[config.mk]
export PLATFORM = sky130hd
export DESIGN_NAME = hold_sched
export DESIGN_NICKNAME = d
export VERILOG_FILES = /design/src/rtl/hold_sched_pkg.sv /design/src/rtl/hold_edge_det.sv /design/src/rtl/hold_queue.sv /design/src/rtl/hold_conv_fsm.sv /design/src/rtl/hold_sched.sv
export SDC_FILE = /design/constraint.sdc
export NUM_CORES = 1
export LEC_CHECK = 0
export ABC_AREA = 0
export BUFFER_PORTS_ARGS = -buffer_cell sky130_fd_sc_hd__buf_4
export CORE_MARGIN = 2
export CORE_UTILIZATION = 33
export DETAILED_ROUTE_END_ITERATION = 10
export PLACE_DENSITY = 0.46
export SYNTH_ARGS = -nofsm -noshare
export SYNTH_HDL_FRONTEND = slang
export SYNTH_SLANG_ARGS = --single-unit
export TNS_END_PERCENT = 30
[constraint.sdc]
create_clock -name clk -period 4.5 [get_ports clk]
set_input_delay 1.35 -clock clk [delete_from_list [all_inputs] [get_ports clk]]
set_output_delay 1.35 -clock clk [all_outputs]
set_load 0.02 [all_outputs]
[src/rtl/hold_sched_pkg.sv]
package hold_sched_pkg;

    // Controller states of the conversion sequencer
    typedef enum logic [1:0] {
        ST_IDLE   = 2'd0,
        ST_CONV   = 2'd1,
        ST_SETTLE = 2'd2,
        ST_ACQ    = 2'd3
    } conv_st_e;

endpackage

[src/rtl/hold_edge_det.sv]
module hold_edge_det #(
    parameter int N = 3
) (
    input  logic         clk,
    input  logic         rst,
    input  logic [N-1:0] hold_n,
    output logic [N-1:0] fall
);
    logic [N-1:0] smp_q;
    logic [N-1:0] prv_q;

    // Lines are sampled on the falling clock edge. During reset both stages
    // follow the line, so a line that is already low is not seen as an edge.
    always_ff @(negedge clk) begin
        if (rst) begin
            smp_q <= hold_n;
            prv_q <= hold_n;
        end else begin
            smp_q <= hold_n;
            prv_q <= smp_q;
        end
    end

    for (genvar g = 0; g < N; g++) begin : g_line
        assign fall[g] = prv_q[g] & ~smp_q[g];
    end
endmodule

[src/rtl/hold_queue.sv]
module hold_queue #(
    parameter int N  = 3,
    parameter int GW = 2
) (
    input  logic          clk,
    input  logic          rst,
    input  logic [N-1:0]  fall,
    input  logic          pop,
    input  logic          done_p,
    input  logic [GW-1:0] done_grp,
    output logic          nonempty,
    output logic [GW-1:0] head
);
    localparam int CW = $clog2(N + 1);

    logic [GW-1:0] slot_q  [N];
    logic [GW-1:0] slot_nx [N];
    logic [CW-1:0] cnt_q, cnt_nx;
    logic [N-1:0]  pend_q, pend_nx, accept, clr;

    always_comb begin
        slot_nx = slot_q;
        cnt_nx  = cnt_q;
        accept  = fall & ~pend_q;
        clr     = '0;
        if (done_p) clr[done_grp] = 1'b1;
        // Remove the head entry first
        if (pop && cnt_q != '0) begin
            for (int s = 0; s < N - 1; s++) slot_nx[s] = slot_q[s + 1];
            slot_nx[N-1] = '0;
            cnt_nx = cnt_q - CW'(1);
        end
        // Then append new requests, lowest group code first
        for (int g = 0; g < N; g++) begin
            if (accept[g]) begin
                for (int s = 0; s < N; s++)
                    if (CW'(s) == cnt_nx) slot_nx[s] = GW'(g);
                cnt_nx = cnt_nx + CW'(1);
            end
        end
        pend_nx = (pend_q | accept) & ~clr;
    end

    always_ff @(posedge clk) begin
        if (rst) begin
            cnt_q  <= '0;
            pend_q <= '0;
            for (int s = 0; s < N; s++) slot_q[s] <= '0;
        end else begin
            cnt_q  <= cnt_nx;
            pend_q <= pend_nx;
            slot_q <= slot_nx;
        end
    end

    assign nonempty = (cnt_q != '0);
    assign head     = slot_q[0];

    // the count never exceeds the slot count
    p_cnt_bound_r11: assert property (@(posedge clk) disable iff (rst)
        cnt_q <= CW'(N));
    // no group sits twice in the list
    p_no_dup_r5: assert property (@(posedge clk) disable iff (rst)
        int'(cnt_q) <= $countones(pend_q));
    // whatever is at the head is still marked pending
    p_head_pending_r5: assert property (@(posedge clk) disable iff (rst)
        nonempty |-> pend_q[head]);
endmodule

[src/rtl/hold_conv_fsm.sv]
module hold_conv_fsm
    import hold_sched_pkg::*;
#(
    parameter int GW        = 2,
    parameter int CONV_CLKS = 13,
    parameter int SLOT_CLKS = 16,
    parameter int ACQ_CLKS  = 2
) (
    input  logic          clk,
    input  logic          rst,
    input  logic          q_nonempty,
    input  logic [GW-1:0] q_head,
    output logic          pop,
    output logic          busy_n,
    output logic          start_p,
    output logic [GW-1:0] start_grp,
    output logic          start_sub,
    output logic          done_p,
    output logic [GW-1:0] done_grp
);
    localparam int MAXC = (SLOT_CLKS > ACQ_CLKS) ? SLOT_CLKS : ACQ_CLKS;
    localparam int CNTW = $clog2(MAXC + 1);
    localparam logic [CNTW-1:0] CONV_LAST   = CNTW'(CONV_CLKS - 1);
    localparam logic [CNTW-1:0] SETTLE_LAST = CNTW'(SLOT_CLKS - CONV_CLKS - 1);
    localparam logic [CNTW-1:0] ACQ_LAST    = CNTW'(ACQ_CLKS - 1);

    conv_st_e      st_q, st_nx;
    logic [CNTW-1:0] cnt_q, cnt_nx;
    logic          sub_q, sub_nx;
    logic [GW-1:0] grp_q;

    // Next-state logic
    always_comb begin
        st_nx  = st_q;
        cnt_nx = cnt_q + CNTW'(1);
        sub_nx = sub_q;
        unique case (st_q)
            ST_IDLE: begin
                cnt_nx = '0;
                if (q_nonempty) begin
                    st_nx  = ST_CONV;
                    sub_nx = 1'b0;
                end
            end
            ST_CONV: begin
                if (cnt_q == CONV_LAST) begin
                    cnt_nx = '0;
                    st_nx  = sub_q ? ST_ACQ : ST_SETTLE;
                end
            end
            ST_SETTLE: begin
                if (cnt_q == SETTLE_LAST) begin
                    cnt_nx = '0;
                    st_nx  = ST_CONV;
                    sub_nx = 1'b1;
                end
            end
            ST_ACQ: begin
                if (cnt_q == ACQ_LAST) begin
                    cnt_nx = '0;
                    sub_nx = 1'b0;
                    st_nx  = q_nonempty ? ST_CONV : ST_IDLE;
                end
            end
        endcase
    end

    // State register
    always_ff @(posedge clk) begin
        if (rst) begin
            st_q  <= ST_IDLE;
            cnt_q <= '0;
            sub_q <= 1'b0;
            grp_q <= '0;
        end else begin
            st_q  <= st_nx;
            cnt_q <= cnt_nx;
            sub_q <= sub_nx;
            if (pop) grp_q <= q_head;
        end
    end

    // Outputs
    always_comb begin
        pop       = q_nonempty &&
                    ((st_q == ST_IDLE) || (st_q == ST_ACQ && cnt_q == ACQ_LAST));
        busy_n    = !(st_q == ST_CONV || st_q == ST_SETTLE);
        start_p   = (st_q == ST_CONV) && (cnt_q == '0);
        start_sub = sub_q;
        start_grp = grp_q;
        done_p    = (st_q == ST_CONV) && sub_q && (cnt_q == CONV_LAST);
        done_grp  = grp_q;
    end

    // Checker: consecutive cycles with busy high, saturating at ACQ_CLKS
    logic [CNTW-1:0] hi_run_q;
    always_ff @(posedge clk) begin
        if (rst)                              hi_run_q <= CNTW'(ACQ_CLKS);
        else if (!busy_n)                     hi_run_q <= '0;
        else if (hi_run_q < CNTW'(ACQ_CLKS))  hi_run_q <= hi_run_q + CNTW'(1);
    end

    // a group begins only after the full acquisition gap
    p_acq_gap_r9: assert property (@(posedge clk) disable iff (rst)
        (start_p && !start_sub) |-> (hi_run_q >= CNTW'(ACQ_CLKS)));
    // conversion starts happen only while busy is low
    p_start_busy_r8: assert property (@(posedge clk) disable iff (rst)
        start_p |-> !busy_n);
    // busy rises right after done
    p_done_release_r8: assert property (@(posedge clk) disable iff (rst)
        done_p |=> busy_n);
    // the second sub-channel follows inside the same busy window
    p_sub1_in_busy_r6: assert property (@(posedge clk) disable iff (rst)
        (start_p && start_sub) |-> $past(!busy_n));
endmodule

[src/rtl/hold_sched.sv]
module hold_sched #(
    parameter int NUM_GRP   = 3,
    parameter int CONV_CLKS = 13,
    parameter int SLOT_CLKS = 16,
    parameter int ACQ_CLKS  = 2
) (
    input  logic                       clk,
    input  logic                       rst,
    input  logic [NUM_GRP-1:0]         hold_n,
    output logic                       busy_n,
    output logic                       start_p,
    output logic [$clog2(NUM_GRP)-1:0] start_grp,
    output logic                       start_sub,
    output logic                       done_p,
    output logic [$clog2(NUM_GRP)-1:0] done_grp
);
    localparam int GW = $clog2(NUM_GRP);

    logic [NUM_GRP-1:0] fall;
    logic               pop, q_nonempty;
    logic [GW-1:0]      q_head;

    hold_edge_det #(.N(NUM_GRP)) edge_i (
        .clk    (clk),
        .rst    (rst),
        .hold_n (hold_n),
        .fall   (fall)
    );

    hold_queue #(.N(NUM_GRP), .GW(GW)) queue_i (
        .clk      (clk),
        .rst      (rst),
        .fall     (fall),
        .pop      (pop),
        .done_p   (done_p),
        .done_grp (done_grp),
        .nonempty (q_nonempty),
        .head     (q_head)
    );

    hold_conv_fsm #(
        .GW        (GW),
        .CONV_CLKS (CONV_CLKS),
        .SLOT_CLKS (SLOT_CLKS),
        .ACQ_CLKS  (ACQ_CLKS)
    ) fsm_i (
        .clk        (clk),
        .rst        (rst),
        .q_nonempty (q_nonempty),
        .q_head     (q_head),
        .pop        (pop),
        .busy_n     (busy_n),
        .start_p    (start_p),
        .start_grp  (start_grp),
        .start_sub  (start_sub),
        .done_p     (done_p),
        .done_grp   (done_grp)
    );
endmodule

; After elaboration in Yosys (flattened, before gate mapping)
; Index checks and enable logic that the tools add are counted.
[totals]
word_cells = 100
ff_bits = 27
inputBits = 5
out_inout_bits = 8
[op_classes]
order_cmp = 2
n_reduce_logical = 19
mux = 36
n_bitwise = 11
add_sub_neg = 5
n_eq_ne = 16
[ops]
columns = operator, n
row1 = $mux 2, 17
row2 = $mux 6, 4
row3 = $pmux 5 s4, 1
row4 = $mux 5, 3
row5 = $logic_not 2->1, 4
row6 = $pmux 2 s4, 1
row7 = $reduce_and 4->1, 2
row8 = $logic_and 1x1->1, 7
row9 = $add 2x1->2 const B, 3
row10 = $and 3x3->3, 2
row11 = $eq 1x2->1 const A, 3
row12 = $eq 2x2->1 const A, 3
row13 = $mux 1, 6
row14 = $mux 3, 2
row15 = $ne 2x1->1 const B, 3
row16 = $not 3->3, 2
row17 = $add 5x1->5 const B, 1
row18 = $eq 5x1->1 const B, 1
row19 = $eq 5x2->1 const B, 1
row20 = $eq 5x4->1 const B, 1
row21 = $logic_not 5->1, 1
row22 = $eq 2x2->1 const B, 2
row23 = $and 1x1->1, 3
row24 = $lt 2x3->1 const B, 1
row25 = other kinds (12), 15

; Logic depth before layout (Yosys ltp)
[logic_depth]
word_depth = 13
ltp_mapped = 18

; By module
; Synthesis repeated with hierarchy kept, for this count alone.
[unflattened]
hier_cells = 172
hier_area_um2 = 1620.3
[modules_own_cells]
columns = mod, n_inst, area_per_inst_um2, seq_area_each_um2, cells_per_inst
row1 = hold_queue, 1, 815.8, 220.2, 90
row2 = hold_conv_fsm, 1, 628.1, 200.2, 69
row3 = hold_edge_det, 1, 176.4, 120.1, 13

==> summary.txt <==
Logic synthesis
  – Number of flops mapped to enable cells by yosys: 0
  – Top cell type's share of synthesized area: 33.6%
  – Register area share after synthesis: 33.6%
  – Fraction of registers with async set/reset: 0%
  – Synth area leaders: dfxtp_1 34%, ha_1 13%, nand2_1 4.4%
  – Number of synthesized register bits: 27
  – Avg Cell Area, Syn: 8.99 um^2
  – Post-synthesis net count: 201
  – Cell taking the most area after synthesis: dfxtp_1
  – Synth cell types: 46
  – Synth warn: 0
  – Synth Flop Type: dfxtp_1
  – Post-Syn Area: 1610 um^2
  – Mapped Cells: 179

Final layout
  – Diode count: 0
  – Share of cells above drive strength 1: 22.4%
  – Utilization after layout: 40.6%
  – Most common cell after layout, fill and taps aside: dfxtp_1
  – Cell area after layout: 1920 um^2
  – Nets@finish: 224
  – Area Growth Syn to Fin: 19.2%
  – Commonest cells after routing, fill and taps aside: 25 x dfxtp_1, 22 x inv_1, 20 x buf_4, 18 x nand2_1, 16 x ha_1
  – Fin cells: 268

Critical path
  – Buf/Inv on CP: 1
  – Largest stage delay, worst path: 0.39 ns
  – CP arrival: 4.65 ns
  – Worst Path Required: 4.70 ns
  – R2R Setup Slk: 0.04 ns
  – Slowest-stage cell, CP: or3b_4
  – R2r endpoint: queue_i.head[0]
  – Crit start category: flop
  – Highest fanout seen on the critical path: 4
  – Reg2reg path depth: 9
  – Crit-path cells: or3b_4 -> nor2_1 -> a21oi_1 -> ha_4 -> nand2_2 -> o21a_1 -> buf_4 -> ha_1 -> a221oi_1
  – FF-to-FF Start: edge_i.smp_q[0]
  – Top delay family on crit path: simple AND/OR/NAND/NOR gates
  – Crit Path Class: reg -> reg
  – CP Capture Type: flop

Floorplan
  – Die area: 5450 um^2
  – Die span in x: 73.8 um
  – Core footprint: 4720 um^2
  – Die Ht: 73.8 um
  – Starting Density: 34.1%
  – Standard-cell rows: 25
  – Top-level I/O count: 13

Worst hold path
  – Hold Path Cell Cnt: 2
  – Hold EP: fsm_i.done_grp[1]
  – Hold Path Origin: queue_i.head[1]
  – Min-Delay Path Class: reg -> reg

GRT
  – Gr usage total: 13.8%
  – Largest net degree at the start of global routing: 18
  – GR Overflow Total: 0
  – Global-route wire length before repair: 5730 um
  – Initial antenna violation count: 0
  – Vias in the first global route: 1,244

STA
  – Final Hold Vio Count: 0
  – Fin. max-slew vios: 0
  – Worst slew pin tran: 0.527 ns
  – RSZ-0062 raised after global routing: true
  – Worst setup margin: 0.0409 ns
  – Relative slew slack: 63.9%
  – Hold Worst Slack: 0.476 ns
  – Clock Skews: 0.0674 ns
  – Final Setup Violations: 0

Drt
  – DR DRC count: 0
  – Pre-antenna DRT Iters: 4
  – Via count: 1,301
  – DRT Wirelength: 3490 um
  – WL/cell: 13.0 um
  – Post-DR vias/cell: 4.85
  – DR iter-0 viols: 36
  – Post-route ant nets: 0

Clocking
  – Root Buffer: clkbuf_8
  – TritonCTS Sinks: 27
  – CTS Buf Count: 3
  – CTS Buffer Depth: 2
  – Latest clock arrival within the worst-skew pair: 0.35 ns
  – H-tree depth reported by CTS: 1
  – Worst-path clk slew: 0.11 ns
  – CTS tree: done

Placed design
  – DP Wirelength: 2650 um
  – Pre-CTS setup slack: 0.0548 ns
  – DP Cell Count: 258
  – Post-DP Area: 1790 um^2
  – GPL Wtd Cong: 0.811
  – PortBufs: 12

Pwr
  – Leakage: 0.796 nW
  – Power per Cell Area: 624 nW/um^2
  – Peak VDD IR: 0.000190 V

Outcome
  – Run status: finished, final reports clean

Flow run
  – Maxcap violations: 0
-- cell families after synthesis --
kind of cell | Yosys count | synth area share (%)
fa+ha+maj | 17 | 13.2
mux | 5 | 3.34
buf+inv | 25 | 7.15
flops | 27 | 33.6
simple gates | 59 | 19.4
xor+xnor | 8 | 5.52
compound gates | 38 | 17.7
-- timing repair --
item,in CTS,in global routing
setup buffers,0,1
hold buffers,0,0
hold endpoints to repair,0,0
endpoints found under the setup margin,1,5
pin swaps,0,7
resized for setup,2,10
-- metrics by stage --
step           setup TNS (ns)  power [mW]
4_1_cts                     0        1.14
2_1_floorplan               0       0.800
6_report                    0        1.20
5_1_grt               -0.0692        1.29
3_5_place_dp                0       0.957
3_3_place_gp                0       0.951
-- tightest hold or removal path, stage by stage (launching register included) --
cell and delay, ns:
dfxtp_1 0.33, nand2_1 0.05, a21oi_1 0.06
-- routing by layer --
metal	vias up	routed length [um]	part of all wire (%)	global-route usage, %
li1	670	-	-	-
met1	613	1540	44	16.4
met2	16	1830	52	24.8
met3	2	97	2.8	3.29
met4	0	25	0.72	3.03
met5	-	0	0	0
-- synthesized netlist by cell type, types with 2 or more instances --
library cell and n:
nor2b_1 3, xnor2_1 4, o21ai_0 6, a222oi_1 2
nand2_1 19, o21a_1 2, buf_4 3, nor3b_2 2
a221oi_1 3, a211oi_1 4, xor2_1 3, ha_1 17
buf_2 2, mux2i_1 2, a21oi_1 11, nand2b_1 2
nand3_1 7, nor2_1 12, inv_1 17, mux2_1 2
dfxtp_1 27, o21ai_1 3, nor3_1 3
-- layout make-up --
type                    count  area (um^2)
repair buffers             20          150
clock buffers               3         41.3
well taps                  67         83.8
flip-flops and latches     27          546
fillers                   490         2810
clock inverters             7         33.8
inverters                  17         63.8
multi-input cells         127         1000
-- worst max path at each step --
stage                                from  cells after the start  slack (ns)          endpoint
after floorplan           edge_i.smp_q[0]                      8        0.06  queue_i.cnt_q[1]
after global placement    edge_i.smp_q[0]                      7        0.11  queue_i.cnt_q[1]
after detailed placement  edge_i.smp_q[0]                      7        0.05  queue_i.cnt_q[1]
after CTS                 edge_i.prv_q[0]                      8       0.001  queue_i.cnt_q[1]
after global routing      edge_i.smp_q[0]                      8       -0.03  queue_i.cnt_q[1]
final                     edge_i.smp_q[0]                      9        0.04   queue_i.head[0]
-- sequential cells by signal, indices dropped and copies added, names as in the netlist --
register         flops
queue_i.pend_q       3
queue_i.head         2
fsm_i.done_grp       2
fsm_i.start_sub      1
edge_i.smp_q         3
fsm_i.cnt_q          5
queue_i.cnt_q        2
edge_i.prv_q         3
queue_i.slot_q       4
fsm_i.st_q           2
-- report_power, final --
part           switching [mW]  internal (mW)
sequential             0.0358          0.278
combinational           0.386          0.320
clock                   0.103         0.0740
(Power assumes the default switching activity.)
